===== config.mk =====
export PLATFORM = sky130hd
export DESIGN_NAME = chan_flag_cmd
export DESIGN_NICKNAME = d
export VERILOG_FILES = /design/src/rtl/chan_flag_pkg.sv /design/src/rtl/chan_flag_cmd_dec.sv /design/src/rtl/chan_flag_bitmap.sv /design/src/rtl/chan_flag_rd_mux.sv /design/src/rtl/chan_flag_cmd.sv
export SDC_FILE = /design/constraint.sdc
export NUM_CORES = 1
export LEC_CHECK = 0
export BUFFER_PORTS_ARGS = -buffer_cell sky130_fd_sc_hd__buf_2
export CAP_MARGIN = 20
export CORE_ASPECT_RATIO = 1.25
export CORE_MARGIN = 1
export CORE_UTILIZATION = 35
export DETAILED_ROUTE_END_ITERATION = 8
export SLEW_MARGIN = 30
export SYNTH_ARGS = -nofsm -noshare
export SYNTH_HDL_FRONTEND = slang
export SYNTH_SLANG_ARGS = --single-unit

===== constraint.sdc =====
create_clock -name clk_i -period 1.05 [get_ports clk_i]
set_input_delay 0.0525 -clock clk_i [delete_from_list [all_inputs] [get_ports clk_i]]
set_output_delay 0.0525 -clock clk_i [all_outputs]
set_load 0.03 [all_outputs]

===== src/rtl/chan_flag_pkg.sv =====
package chan_flag_pkg;
  typedef enum logic [1:0] {
    OP_NONE = 2'd0,
    OP_ONE  = 2'd1,
    OP_ALL  = 2'd2
  } cmd_op_e;
endpackage


===== src/rtl/chan_flag_cmd_dec.sv =====
module chan_flag_cmd_dec
  import chan_flag_pkg::*;
#(
  parameter int NUM_CH = 16,
  parameter int CMD_W  = 8,
  localparam int CH_W  = $clog2(NUM_CH),
  localparam int VAL_W = CMD_W - 1
) (
  input  logic              clk_i,
  input  logic              rst_ni,
  input  logic              valid_i,
  input  logic [CMD_W-1:0]  cmd_i,
  output logic [NUM_CH-1:0] mask_o
);
  logic [VAL_W-1:0] val;
  cmd_op_e          op;

  // MSB of the byte is reserved and dropped
  assign val = cmd_i[VAL_W-1:0];

  always_comb begin
    if (!valid_i)                    op = OP_NONE;
    else if (val[VAL_W-1])           op = OP_ALL;
    else if (val < VAL_W'(NUM_CH))   op = OP_ONE;
    else                             op = OP_NONE;
  end

  always_comb begin
    unique case (op)
      OP_ALL:  mask_o = '1;
      OP_ONE:  mask_o = NUM_CH'(1) << val[CH_W-1:0];
      default: mask_o = '0;
    endcase
  end

  AST_DEC_IDLE: assert property (@(posedge clk_i) disable iff (!rst_ni)
    !valid_i |-> mask_o == '0);
  AST_DEC_SHAPE: assert property (@(posedge clk_i) disable iff (!rst_ni)
    $onehot0(mask_o) || (&mask_o));
endmodule


===== src/rtl/chan_flag_bitmap.sv =====
module chan_flag_bitmap #(
  parameter int NUM_CH = 16
) (
  input  logic              clk_i,
  input  logic              rst_ni,
  input  logic [NUM_CH-1:0] set_i,
  input  logic [NUM_CH-1:0] clr_i,
  output logic [NUM_CH-1:0] q_o
);
  logic [NUM_CH-1:0] q;

  // set has priority over clear
  always_ff @(posedge clk_i or negedge rst_ni) begin
    if (!rst_ni) q <= '0;
    else         q <= (q & ~clr_i) | set_i;
  end

  assign q_o = q;

  AST_SET_WINS: assert property (@(posedge clk_i) disable iff (!rst_ni)
    (set_i != '0) |=> ((q_o & $past(set_i)) == $past(set_i)));
  AST_CLR_TAKES: assert property (@(posedge clk_i) disable iff (!rst_ni)
    ((clr_i & ~set_i) != '0) |=> ((q_o & $past(clr_i & ~set_i)) == '0));
  AST_NO_STRAY: assert property (@(posedge clk_i) disable iff (!rst_ni)
    (set_i == '0 && clr_i == '0) |=> $stable(q_o));
endmodule


===== src/rtl/chan_flag_rd_mux.sv =====
module chan_flag_rd_mux #(
  parameter int                NUM_CH  = 16,
  parameter int                ADDR_W  = 8,
  parameter logic [ADDR_W-1:0] ADDR_EN = 8'h20,
  parameter logic [ADDR_W-1:0] ADDR_RQ = 8'h22
) (
  input  logic [ADDR_W-1:0] addr_i,
  input  logic [NUM_CH-1:0] en_i,
  input  logic [NUM_CH-1:0] rq_i,
  output logic [NUM_CH-1:0] rdata_o
);
  always_comb begin
    if (addr_i == ADDR_EN)      rdata_o = en_i;
    else if (addr_i == ADDR_RQ) rdata_o = rq_i;
    else                        rdata_o = '0;
  end
endmodule


===== src/rtl/chan_flag_cmd.sv =====
module chan_flag_cmd #(
  parameter int                NUM_CH       = 16,
  parameter int                ADDR_W       = 8,
  parameter int                CMD_W        = 8,
  parameter logic [ADDR_W-1:0] ADDR_SET_EN  = 8'h1A,
  parameter logic [ADDR_W-1:0] ADDR_CLR_EN  = 8'h1B,
  parameter logic [ADDR_W-1:0] ADDR_CLR_IRQ = 8'h1C,
  parameter logic [ADDR_W-1:0] ADDR_EN_RD   = 8'h20,
  parameter logic [ADDR_W-1:0] ADDR_IRQ_RD  = 8'h22
) (
  input  logic              clk_i,
  input  logic              rst_ni,
  input  logic [ADDR_W-1:0] addr_i,
  input  logic              we_i,
  input  logic [CMD_W-1:0]  wdata_i,
  output logic [NUM_CH-1:0] rdata_o,
  input  logic [NUM_CH-1:0] hw_irq_set_i,
  output logic [NUM_CH-1:0] err_en_o,
  output logic [NUM_CH-1:0] irq_req_o
);
  localparam int NUM_CMD = 3;
  localparam int VAL_W   = CMD_W - 1;
  localparam int C_SET   = 0;
  localparam int C_CLR   = 1;
  localparam int C_CIRQ  = 2;
  localparam logic [NUM_CMD-1:0][ADDR_W-1:0] CMD_ADDR =
    {ADDR_CLR_IRQ, ADDR_CLR_EN, ADDR_SET_EN};

  logic [NUM_CMD-1:0][NUM_CH-1:0] cmd_mask;
  logic [NUM_CH-1:0]              en_q, rq_q;

  for (genvar g = 0; g < NUM_CMD; g++) begin : g_dec
    chan_flag_cmd_dec #(.NUM_CH(NUM_CH), .CMD_W(CMD_W)) u_dec (
      .clk_i  (clk_i),
      .rst_ni (rst_ni),
      .valid_i(we_i && (addr_i == CMD_ADDR[g])),
      .cmd_i  (wdata_i),
      .mask_o (cmd_mask[g])
    );
  end

  chan_flag_bitmap #(.NUM_CH(NUM_CH)) u_en (
    .clk_i (clk_i),
    .rst_ni(rst_ni),
    .set_i (cmd_mask[C_SET]),
    .clr_i (cmd_mask[C_CLR]),
    .q_o   (en_q)
  );

  chan_flag_bitmap #(.NUM_CH(NUM_CH)) u_rq (
    .clk_i (clk_i),
    .rst_ni(rst_ni),
    .set_i (hw_irq_set_i),
    .clr_i (cmd_mask[C_CIRQ]),
    .q_o   (rq_q)
  );

  chan_flag_rd_mux #(
    .NUM_CH (NUM_CH),
    .ADDR_W (ADDR_W),
    .ADDR_EN(ADDR_EN_RD),
    .ADDR_RQ(ADDR_IRQ_RD)
  ) u_rd (
    .addr_i (addr_i),
    .en_i   (en_q),
    .rq_i   (rq_q),
    .rdata_o(rdata_o)
  );

  assign err_en_o  = en_q;
  assign irq_req_o = rq_q;

  // checks on the external view
  logic cmd_hit, rsvd_val;
  assign cmd_hit  = (addr_i == ADDR_SET_EN) || (addr_i == ADDR_CLR_EN) ||
                    (addr_i == ADDR_CLR_IRQ);
  assign rsvd_val = !wdata_i[VAL_W-1] && (wdata_i[VAL_W-1:0] >= VAL_W'(NUM_CH));

  AST_RSVD_HOLD: assert property (@(posedge clk_i) disable iff (!rst_ni)
    (we_i && cmd_hit && rsvd_val) |=>
      (err_en_o == $past(err_en_o)) &&
      (irq_req_o == ($past(irq_req_o) | $past(hw_irq_set_i))));
  AST_SET_ALL: assert property (@(posedge clk_i) disable iff (!rst_ni)
    (we_i && addr_i == ADDR_SET_EN && wdata_i[VAL_W-1]) |=> (&err_en_o));
  AST_CLR_ALL_IRQ: assert property (@(posedge clk_i) disable iff (!rst_ni)
    (we_i && addr_i == ADDR_CLR_IRQ && wdata_i[VAL_W-1]) |=>
      (irq_req_o == $past(hw_irq_set_i)));
  AST_CMD_RD_ZERO: assert property (@(posedge clk_i) disable iff (!rst_ni)
    cmd_hit |-> (rdata_o == '0));
  AST_FOREIGN_WR: assert property (@(posedge clk_i) disable iff (!rst_ni)
    (we_i && !cmd_hit) |=> $stable(err_en_o));
endmodule


# == After elaboration in Yosys (flattened, before gate mapping) ==
# Cells that the tools add are included.
# totals
reg_bits,32
latchBits,0
ramBits,0
romBits,0
input_bits,35
out_inout_bits,48
elab_cells,34
n_memories,0
# op_classes
add_sub_neg,0
mul,0
div,0
n_lt_le_gt_ge,1
n_eq_ne,11
shift,1
mux,10
n_bitwise,6
n_reduce_logical,3
# ops
cell,count
$pmux 16 s2,3
$and 16x16->16,2
$mux 16,2
$not 16->16,2
$or 16x16->16,2
$eq 8x5->1 const B,3
$eq 8x6->1 const B,2
$shl 1x4->16 const A,1
$mux 2,4
$lt 7x5->1 const B,1
$eq 2x1->1 const B,3
$eq 2x2->1 const B,3
$logic_and 1x1->1,3
$mux 1,1

# == Depth between registers and ports, before layout ==
# Gate-level depths: netlist of run 1.
# depth
depth_word,9
depth_mapped,9
ltp_nobuf,7

# == Hierarchy ==
# Synthesis of run 1 repeated with hierarchy kept, for this count alone.
# unflattened
hier_cells,258
area_unflattened_um2,2404.8
# by_module_without_submodules
module,instances,cells_per_inst,area_each_um2,seq_area_each_um2
chan_flag_bitmap,2,48,580.6,400.4
chan_flag_cmd_dec,3,38,274.0,0.0
chan_flag_rd_mux,1,40,362.8,0.0
chan_flag_cmd,1,8,58.8,0.0

# == Worst setup path before layout of run 1 ==
# Ideal clock, no wire load.
# synth_path
kind,input port to flip-flop
from,input addr_i[1]
to,"register u_en.q[12], in the netlist u_en.q_o[12]"
setup_ns,0.146
arrival_ns,1.779
required_time_ns,0.904
path_slack_ns,-0.875
path_stages,8
n_path_buf,1
path_cell_list,buf_2 -> nand2b_1 -> nor4_4 -> and3_1 -> ha_1 -> or3b_1 -> o211ai_1 -> o211ai_1
# synth_via
elab_chain_cells,8
word_cells_on_any_way,15
classes_between,eq/ne: 6; mux: 4; bitwise: 3; reduce/logical: 2
# synth_lines
element,line_no,rtl
start: declaration,chan_flag_cmd.sv:13,"input logic [ADDR_W-1:0] addr_i,"
$eq 8x5->1,-,
$logic_and 1x1->1,chan_flag_cmd.sv:36,".valid_i(we_i && (addr_i == CMD_ADDR[g])),"
$mux 2,chan_flag_cmd_dec.sv:22,if (!valid_i) op = OP_NONE;
$eq 2x1->1 or $eq 2x2->1 (tied branches),chan_flag_cmd_dec.sv:29,unique case (op)
$pmux 16 s2,chan_flag_cmd_dec.sv:29,
$not 16->16,chan_flag_bitmap.sv:15,else q <= (q & ~clr_i) | set_i;
$and 16x16->16,chan_flag_bitmap.sv:15,
$or 16x16->16 *,chan_flag_bitmap.sv:15,
end signal: assignment,chan_flag_bitmap.sv:15,
end: declaration,chan_flag_bitmap.sv:10,logic [NUM_CH-1:0] q;
# Mark *: on every way between the ends. The rest lies on a longest branch, timed or not.

# == Worst setup path in the final report of run 1 ==
# layout_path
from,input addr_i[2]
to,"register u_en.q[2], in the netlist u_en.q_o[2]"
# The elaborated chain is that of the path after synthesis.

==> flow_summary.json, run 1 <==
{
  "status": "finished, violations left",
  "violations": "design-rule violations, negative setup slack",
  "post_drt_wl_per_cell_um": 18.1,
  "synthesis.area_um2": 2050,
  "fin_skew_ns": 0,
  "nNetsFinal": 390,
  "power_frac_clock_pct": 42.0,
  "core-area_um2": 5560,
  "min_path_type": "in2reg",
  "hold_viol_final": 0,
  "grt_pass1_vias": 2431,
  "num_antenna_cells": 0,
  "crit_end": "u_en.q_o[2]",
  "drt_wl_total_mm": 7.48,
  "r2r_setup_slack_ns": 0.21,
  "dieArea_um2": 6180,
  "die_w_um": 70.5,
  "nFillCells": 410,
  "crit_fanout": 5,
  "setup_violations": 48,
  "syn-num-nets": 253,
  "synth.most_common_cell": "o211ai_1",
  "final_area_um2": 3750,
  "startpoint": "addr_i[2]",
  "power_w": 0.00290,
  "holdPathStages": 3,
  "arrival_ns": 1.83,
  "drive_gt1_share_pct": 58.3,
  "fin_crit_ns": 1.66,
  "seq_area_um2": 801,
  "p_switching_w": 0.000735,
  "drv_cap": 0,
  "period_share_pct": 159,
  "synth_ff_type": "dfrtp_1",
  "postSynthCellCount": 212,
  "grt_pass1_wl_mm": 12.2,
  "postRouteAntennaNets": 0,
  "synth_top_area_share_pct": 39.0,
  "cts_max_path_buffers": 2,
  "num_io_pins": 83,
  "track_usage_pct": 25.5,
  "setup_slack_ns": -0.614,
  "cts_buffers": 5,
  "cts-root-buf": "clkbuf_8",
  "first_iter_violations": 130,
  "synth_seq_cells": 32,
  "clk_pin_slew_worst_paths_ns": 0.07,
  "cts_tree": "built",
  "seqPwrFrac_pct": 42.5,
  "relSlewSlack_pct": 74.4,
  "rsz0062_at_grt": "yes",
  "antenna_found_initial": 0,
  "tightest_slew_ns": 0.384,
  "portBuffers": 81,
  "finalNonFillerCells": 414,
  "grt_remaining_overflow": 0,
  "start_util_pct": 37.0,
  "dr_total_vias": 2276,
  "h-tree-depth": 2,
  "viasPerCell": 5.50,
  "start_kind": "primary input",
  "syn2layout_area_growth_pct": 82.4,
  "placed_area_um2": 2860,
  "finalMaxSlewViolations": 0,
  "die-height_um": 87.7,
  "clock_latency_ns": 0.29,
  "synth_edf_count": 0,
  "worst_hold_slack_ns": 0.152,
  "multi_input_area_um2": 1590,
  "synth_area_leaders": "dfrtp_1 39%, o211ai_1 13%, mux2i_1 7.8%",
  "p_sw_share_pct": 25.4,
  "drc_errors": 20,
  "dpl.hpwl_mm": 4.90,
  "crit_type": "in2reg",
  "final_util_pct": 67.5,
  "grt_max_degree": 33,
  "place_congestion": 0.882,
  "ys_async_sr_fraction_pct": 100,
  "r2r_end": "u_rq.q_o[15]",
  "fmax_mhz": 601,
  "leakage_nw": 1.55,
  "rows": 30,
  "ys_seq_area_share_pct": 39.0,
  "r2r_cells": 3,
  "dr.pass1.iters": 6,
  "cellInternalPower_w": 0.00216,
  "synth.distinct_cells": 32,
  "yosysTopAreaCell": "dfrtp_1",
  "cts_sinks": 32,
  "dp.cells": 377,
  "end_kind": "register",
  "synthTopCellsByCount": "35 x o211ai_1, 32 x dfrtp_1, 22 x nand2_1",
  "synth_warnings": 0,
  "power_density_nw_per_um2": 773,
  "cp_data_required_time_ns": 1.21,
  "combinationalPowerShare_pct": 15.5,
  "timing.rr.start": "u_rq.q_o[15]",
  "ir_worst_vdd_uv": 371,
  "avgSynthCellArea_um2": 9.69
}
-- per-layer routing --
| metal | vias up | share of wire (%) | track usage, % |
|---|---|---|---|
| li1 | 1085 | - | - |
| met1 | 1097 | 40 | 29.8 |
| met2 | 82 | 53 | 47.4 |
| met3 | 12 | 5.0 | 3.57 |
| met4 | 0 | 1.7 | 9.65 |
| met5 | - | 0 | 0 |
-- flip-flops by register name, indices dropped and copies added, names as in the netlist --
name,cells
u_rq.q_o,16
u_en.q_o,16
-- final cells by class --
cell class | count | share of cell area (%)
inverter | 1 | 0.100
clock inverter | 3 | 1.14
clock buffer | 5 | 1.84
multi-input combinational | 168 | 42.5
sequential | 32 | 21.4
tap | 64 | 2.14
timing repair buffer | 141 | 31.0
-- stage by stage --
stage,worst slack (ns),TNS (ns)
after CTS,-0.595,-17.64
after global routing,-0.680,-20.89
after detailed placement,-0.923,-28.78
final,-0.614,-17.15
after global placement,-0.916,-28.24
after floorplan,-0.790,-20.15
-- repair_timing --
action	CTS	global route
endpoints found under the hold margin	48	0
hold buffers	17	0
gates cloned	2	1
endpoints found under the setup margin	48	48
buffers inserted	5	5
pin swaps	26	30
gates resized for setup	89	16
-- how the worst min path moves through the flow --
stage	from	endpoint	slack (ns)
after floorplan	rst_ni	u_en.q_o[0]	-0.24
after global placement	rst_ni	u_rq.q_o[10]	0.02
after detailed placement	rst_ni	u_rq.q_o[10]	0.03
after CTS	wdata_i[1]	u_en.q_o[14]	0.15
after global routing	wdata_i[1]	u_en.q_o[14]	0.17
final	wdata_i[1]	u_en.q_o[14]	0.15
-- layout by cell type (no fill, tap or decap), types with 2 or more instances in the layout --
cell and count:
a21oi_1 6, a21oi_2 10, and2_1 2, and2_4 2
buf_12 5, buf_2 60, buf_4 28, buf_6 29
clkbuf_8 5, dfrtp_1 32, dlygate4sd3_1 17, ha_1 2
ha_4 4, mux2i_1 9, mux2i_2 7, nand2_1 21
nand2b_1 6, nand2b_4 4, nand3_1 2, nand3_2 2
nand3_4 2, nand3b_1 4, nor2_1 2, nor2_4 16
nor2b_1 2, nor4_4 3, o211ai_1 35, o311ai_1 4
o311ai_2 7, or3b_4 4
-- power by group through the flow --
stage | Clock (W) | Combinational, W | Sequential, W
global route | 0.00127 | 0.000481 | 0.00123
detailed placement | 0 | 0.000317 | 0.00126
floorplan | 0 | 0.000130 | 0.00126
global placement | 0 | 0.000313 | 0.00126
CTS | 0.00122 | 0.000429 | 0.00123
finish | 0.00122 | 0.000448 | 0.00123
-- critical path, cell delays in order --
cell,delay (ns)
buf_6,0.09
nand2b_4,0.13
nor4_4,0.34
and3_4,0.25
ha_4,0.22
or3_4,0.41
o211ai_1,0.20
o311ai_2,0.13
-- logic make-up (layout without fill, tap and decap cells) --
| logic type | after synthesis | after routing | share of synthesized area, % |
|---|---|---|---|
| simple gates | 81 | 82 | 23.9 |
| buf+inv | 13 | 150 | 3.29 |
| mux | 16 | 16 | 7.80 |
| fa+ha+maj | 6 | 6 | 3.65 |
| flops | 32 | 32 | 39.0 |
| compound gates | 64 | 64 | 22.4 |
Power figures use the tool's default switching activity.
==> run 2: changes to the inputs <==
--- a/config.mk
+++ b/config.mk
@@ -5,6 +5,7 @@
 export SDC_FILE = /design/constraint.sdc
 export NUM_CORES = 1
 export LEC_CHECK = 0
+export ABC_AREA = 1
 export BUFFER_PORTS_ARGS = -buffer_cell sky130_fd_sc_hd__buf_2
 export CAP_MARGIN = 20
 export CORE_ASPECT_RATIO = 1.25
==> run 2 against run 1 <==
- the run ends with negative setup slack left
- register-to-register slack improved by 0.12 ns
- sequential power about the same
- via count increased by 31%
- fmax increased by 30%
- utilization decreased by 4.5 points
- clock skew unchanged
- hold slack improved by 0.091 ns
- total power decreased by 9.5%
- worst setup slack improved by 0.39 ns
- clock-buffer cell count increased by 1
- largest cell class unchanged
- largest power group unchanged
==> flow_summary.json, run 2 <==
{
  "violations": "negative setup slack",
  "postSynthCellCount": 384,
  "crit_type": "in2reg",
  "cts_tree": "built",
  "postRouteAntennaNets": 0,
  "mostFrequentLayoutCells": "150 x nand2_1, 59 x buf_2, 33 x buf_6",
  "ys_seq_area_share_pct": 32.7,
  "syn2layout_area_growth_pct": 70.7,
  "ys_async_sr_fraction_pct": 100,
  "core-area_um2": 6650,
  "dieArea_um2": 7350,
  "layout_commonest_cell": "nand2_1",
  "place_ws_ns": -0.497,
  "cts_sinks": 32,
  "finalNonFillerCells": 593,
  "grt_pass1_vias": 2776,
  "relSlewSlack_pct": 70.8,
  "first_iter_violations": 247,
  "h-tree-depth": 2,
  "synthAdderAreaFrac_pct": 3.06,
  "synth_warnings": 0,
  "synthTopCellsByCount": "186 x nand2_1, 32 x dfrtp_1, 32 x inv_1",
  "synth_seq_cells": 32,
  "synth_compound_area_share_pct": 2.86,
  "drc_errors": 0,
  "synth.most_common_cell": "nand2_1",
  "drt_wl_total_mm": 8.59,
  "dp.cells": 554,
  "clock_latency_ns": 0.28,
  "status": "finished, violations left",
  "drv_cap": 0,
  "final_area_um2": 4190,
  "power_w": 0.00262,
  "tightest_slew_ns": 0.437,
  "cts-root-buf": "clkbuf_8",
  "drive_gt1_share_pct": 45.8,
  "period_share_pct": 122,
  "synth_top_area_share_pct": 32.7,
  "clk_pin_slew_worst_paths_ns": 0.07,
  "synth_edf_count": 0,
  "hold_viol_final": 0,
  "post_drt_wl_per_cell_um": 14.5,
  "synth_ff_type": "dfrtp_1",
  "finalMaxSlewViolations": 0,
  "setup_slack_ns": -0.228,
  "num_io_pins": 83,
  "setup_tns_ns": -5.21,
  "synth-xor-area-share_pct": 0,
  "dr_total_vias": 2988,
  "grt_max_degree": 33,
  "place_congestion": 0.795,
  "synth_mux_area_share_pct": 0,
  "cts_buffers": 5,
  "setup_violations": 48,
  "fin_crit_ns": 1.28,
  "start_util_pct": 36.9,
  "power_density_nw_per_um2": 626,
  "viasPerCell": 5.04,
  "syn-num-nets": 425,
  "num_antenna_cells": 0,
  "synthesis.area_um2": 2450,
  "min_path_type": "in2reg",
  "synth.distinct_cells": 20,
  "dpl.hpwl_mm": 5.34,
  "crit_fanout": 4,
  "grt_pass1_wl_mm": 13.4,
  "avgSynthCellArea_um2": 6.39,
  "end_kind": "register",
  "die-height_um": 95.6,
  "portBuffers": 81,
  "dr.pass1.iters": 4,
  "die_w_um": 76.9,
  "cts_max_path_buffers": 2,
  "synth_area_leaders": "dfrtp_1 33%, nand2_1 28%, nand4_1 6.6%",
  "fmax_mhz": 782,
  "cp_data_required_time_ns": 1.28,
  "arrival_ns": 1.51,
  "track_usage_pct": 23.4,
  "rsz0062_at_grt": "yes",
  "yosysTopAreaCell": "dfrtp_1",
  "start_kind": "primary input",
  "rows": 33,
  "synth_top_family_by_area": "simple AND/OR/NAND/NOR gates",
  "synthSimpleGateAreaFrac_pct": 49.9,
  "leakage_nw": 2.19,
  "nNetsFinal": 547,
  "ir_worst_vdd_uv": 620,
  "fin_skew_ns": 0,
  "placed_area_um2": 3220,
  "antenna_found_initial": 0,
  "grt_remaining_overflow": 0
}
## run 2: repair_timing
action,in CTS,in global routing
endpoints found under the hold margin,48,0
setup endpoints to repair,48,48
gates resized for setup,111,46
pin swaps,38,25
setup buffers,14,1
gates cloned,2,1
hold buffers,17,0
## run 2: worst max-delay path, stage by stage
cell,delay (ns)
buf_2,0.12
nor2_4,0.12
nand4_1,0.11
nor2_2,0.15
buf_6,0.15
nand3_4,0.07
inv_2,0.07
ha_4,0.15
inv_6,0.05
buf_6,0.12
nor3_4,0.17
o21ai_1,0.11
nand2_1,0.06
## run 2: final timing paths
kind,startpoint,end,slack [ns],cells past startpoint
worst max-delay path,addr_i[5],u_en.q_o[7],-0.23,13
worst min-delay path,wdata_i[2],u_en.q_o[3],0.24,6
worst max register to register,u_en.q_o[5],u_en.q_o[5],0.33,2
worst min register to register,u_en.q_o[10],u_en.q_o[10],0.51,2
max in group asynchronous,rst_ni,u_en.q_o[0],0.39,3
min in group asynchronous,rst_ni,u_en.q_o[7],0.33,3
## run 2: cell families after synthesis
logic type	count (synthesis)
adders and majority gates	6
buffers and inverters	61
AOI/OAI and AO/OA	14
and+or+nand+nor	271
DFF	32
## run 2: layer usage
| layer | up-vias | wire (um) | global-route usage, % |
|---|---|---|---|
| li1 | 1464 | - | - |
| met1 | 1393 | 3440 | 27.6 |
| met2 | 118 | 4570 | 43.8 |
| met3 | 13 | 450 | 3.54 |
| met4 | 0 | 139 | 6.73 |
| met5 | - | 0 | 0 |
## run 2: report_power, final
part	switching, W	internal [W]	total [W]
combinational	0.000264	0.000215	0.000479
sequential	0.000000105	0.00123	0.00123
clock	0.000457	0.000450	0.000907
total	0.000721	0.00190	0.00262
## run 2: cell type report
| class | instances | area (um^2) |
|---|---|---|
| flip-flops and latches | 32 | 802 |
| fillers | 570 | 2460 |
| inverters | 37 | 159 |
| clock inverters | 1 | 5.00 |
| multi-input cells | 291 | 1780 |
| clock buffers | 6 | 72.6 |
| well taps | 87 | 109 |
| repair buffers | 139 | 1260 |
## run 2: per-stage QoR
step | util (%) | hold WS, ns
global placement | 48.4 | 0.101
global route | 63.0 | 0.276
finish | 63.0 | 0.243
CTS | 60.2 | 0.242
floorplan | - | -0.243
detailed placement | 48.4 | 0.108
==> run 3: changes to the inputs <==
--- a/config.mk
+++ b/config.mk
@@ -7,11 +7,12 @@
 export LEC_CHECK = 0
 export ABC_AREA = 1
 export BUFFER_PORTS_ARGS = -buffer_cell sky130_fd_sc_hd__buf_2
-export CAP_MARGIN = 20
+export CAP_MARGIN = 30
 export CORE_ASPECT_RATIO = 1.25
 export CORE_MARGIN = 1
-export CORE_UTILIZATION = 35
+export CORE_UTILIZATION = 50
 export DETAILED_ROUTE_END_ITERATION = 8
+export PLACE_DENSITY = 0.79
 export SLEW_MARGIN = 30
 export SYNTH_ARGS = -nofsm -noshare
 export SYNTH_HDL_FRONTEND = slang
==> run 3 against run 2 <==
- the run still ends with negative setup slack left
- first-iteration DRC count grew 11%
- utilization grew 26 points
- critical path depth grew 1
- clock-buffer cell count is the same
- largest cell class unchanged
==> flow_summary.json, run 3 (synthesized netlist as in run 2, its figures left out) <==
{
  "status": "finished, violations left",
  "violations": "negative setup slack",
  "place_ws_ns": -0.556,
  "num_antenna_cells": 0,
  "drv_cap": 0,
  "crit_path_max_incr_delay_ns": 0.20,
  "ir_worst_vdd_uv": 505,
  "num_io_pins": 83,
  "fmax_mhz": 697,
  "nNetsFinal": 554,
  "hold_viol_final": 0,
  "viasPerCell": 5.83,
  "relSlewSlack_pct": 71.2,
  "leakage_nw": 2.33,
  "place_congestion": 0.910,
  "finalMaxSlewViolations": 0,
  "min_path_type": "in2reg",
  "drt_wl_total_mm": 10.8,
  "dr.pass1.iters": 7,
  "core-area_um2": 4730,
  "start_kind": "primary input",
  "cts_max_path_buffers": 2,
  "worst_hold_slack_ns": 0.189,
  "cts_tree": "built",
  "startpoint": "addr_i[5]",
  "rows": 28,
  "clk_pin_slew_worst_paths_ns": 0.07,
  "drive_gt1_share_pct": 46.0,
  "mostFrequentLayoutCells": "154 x nand2_1, 57 x buf_2, 31 x buf_6",
  "critical_path_cell_count": 14,
  "first_iter_violations": 273,
  "grt_pass1_wl_mm": 14.6,
  "setup_violations": 50,
  "arrival_ns": 1.61,
  "die-height_um": 80.3,
  "fin_crit_ns": 1.44,
  "cp.buffers_inverters": 5,
  "dieArea_um2": 5190,
  "r2r_cells": 2,
  "fin_skew_ns": 0,
  "setup_tns_ns": -12.32,
  "crit_chain": "buf_8, nor2_4, nand4_1, nor2_4, buf_6, nand3_4, inv_1, ha_1, inv_2, buf_12, nand2_1, nand2_1, nand2_1, nand2_1",
  "track_usage_pct": 37.3,
  "dr_total_vias": 3342,
  "crit_type": "in2reg",
  "power_density_nw_per_um2": 639,
  "cts_buffers": 5,
  "dpl.hpwl_mm": 5.16,
  "seq_area_um2": 803,
  "nFillCells": 219,
  "setup_slack_ns": -0.385,
  "grt_remaining_overflow": 0,
  "h-tree-depth": 2,
  "multi_input_area_um2": 1800,
  "period_share_pct": 137,
  "drc_errors": 0,
  "crit_fanout": 16,
  "syn2layout_area_growth_pct": 71.5,
  "post_drt_wl_per_cell_um": 18.9,
  "cp_slowest_cell": "nor2_4",
  "antenna_found_initial": 0,
  "cts_sinks": 32,
  "timing.rr.start": "u_rq.q_o[8]",
  "end_kind": "register",
  "clock_latency_ns": 0.29,
  "grt_max_degree": 33,
  "portBuffers": 81,
  "r2r_end": "u_rq.q_o[8]",
  "rsz0062_at_grt": "yes",
  "grt_pass1_vias": 2975,
  "start_util_pct": 51.9,
  "tightest_slew_ns": 0.432,
  "cp_common_cell": "nand2_1",
  "r2r_setup_slack_ns": 0.28,
  "worst_path_dominant_cell_family": "simple AND/OR/NAND/NOR gates",
  "die_w_um": 64.6,
  "cp_data_required_time_ns": 1.23,
  "cts-root-buf": "clkbuf_8",
  "layout_commonest_cell": "nand2_1",
  "crit_end": "u_en.q_o[15]",
  "postRouteAntennaNets": 0
}
-- run 3: layout make-up --
class | instances | share of cell area (%)
Multi-Input combinational cell | 291 | 42.8
Sequential cell | 32 | 19.1
Timing Repair Buffer | 146 | 30.8
Clock buffer | 6 | 1.73
Clock inverter | 1 | 0.119
Tap cell | 60 | 1.78
Inverter | 37 | 3.72
-- run 3: worst register-to-register path: cells and delay by family (launching register included) --
family	cells	cell delay, ns
AND/OR/NAND/NOR	2	0.21
flip-flops	1	0.44
-- run 3: metrics by stage --
stage	power [W]	utilization, %	area (um^2)	cells
global route	0.00276	88.9	4210	573
global placement	0.00159	67.2	3180	533
CTS	0.00260	81.6	3860	566
detailed placement	0.00160	67.2	3180	533
finish	0.00269	88.9	4210	573
floorplan	0.00141	-	2600	384
-- run 3: how the worst min path moves through the flow --
stage	start	to	slack, ns	cells past startpoint
floorplan	rst_ni	u_en.q_o[0]	-0.24	0
global placement	rst_ni	u_en.q_o[9]	0.1	2
detailed placement	rst_ni	u_en.q_o[13]	0.10	2
CTS	wdata_i[3]	u_en.q_o[14]	0.18	5
global route	wdata_i[3]	u_en.q_o[13]	0.23	5
finish	wdata_i[3]	u_en.q_o[9]	0.19	5
-- run 3: power breakdown --
| group | internal, W | leakage (nW) | total (W) | switching [W] |
|---|---|---|---|---|
| Sequential | 0.00123 | 0.362 | 0.00123 | 0.000000116 |
| Combinational | 0.000228 | 1.93 | 0.000515 | 0.000287 |
| Clock | 0.000451 | 0.0410 | 0.000942 | 0.000491 |
-- run 3: timing repair --
action                                  CTS  global route
endpoints found under the setup margin   48            50
resized for setup                        94            66
hold buffers                             17             0
gates cloned                              1             2
endpoints found under the hold margin    48             0
pin swaps                                43            30
setup buffers                             8             7
-- run 3: metal layers --
metal / part of all wire, % / up-vias / GRT usage (%) / routed length (um)
met3: 8.2 / 76 / 9.52 / 888
met2: 52 / 267 / 66.7 / 5630
met4: 7.3 / 0 / 19.1 / 792
met1: 33 / 1522 / 40.0 / 3540
li1: - / 1477 / - / -
met5: 0 / - / 0 / 0
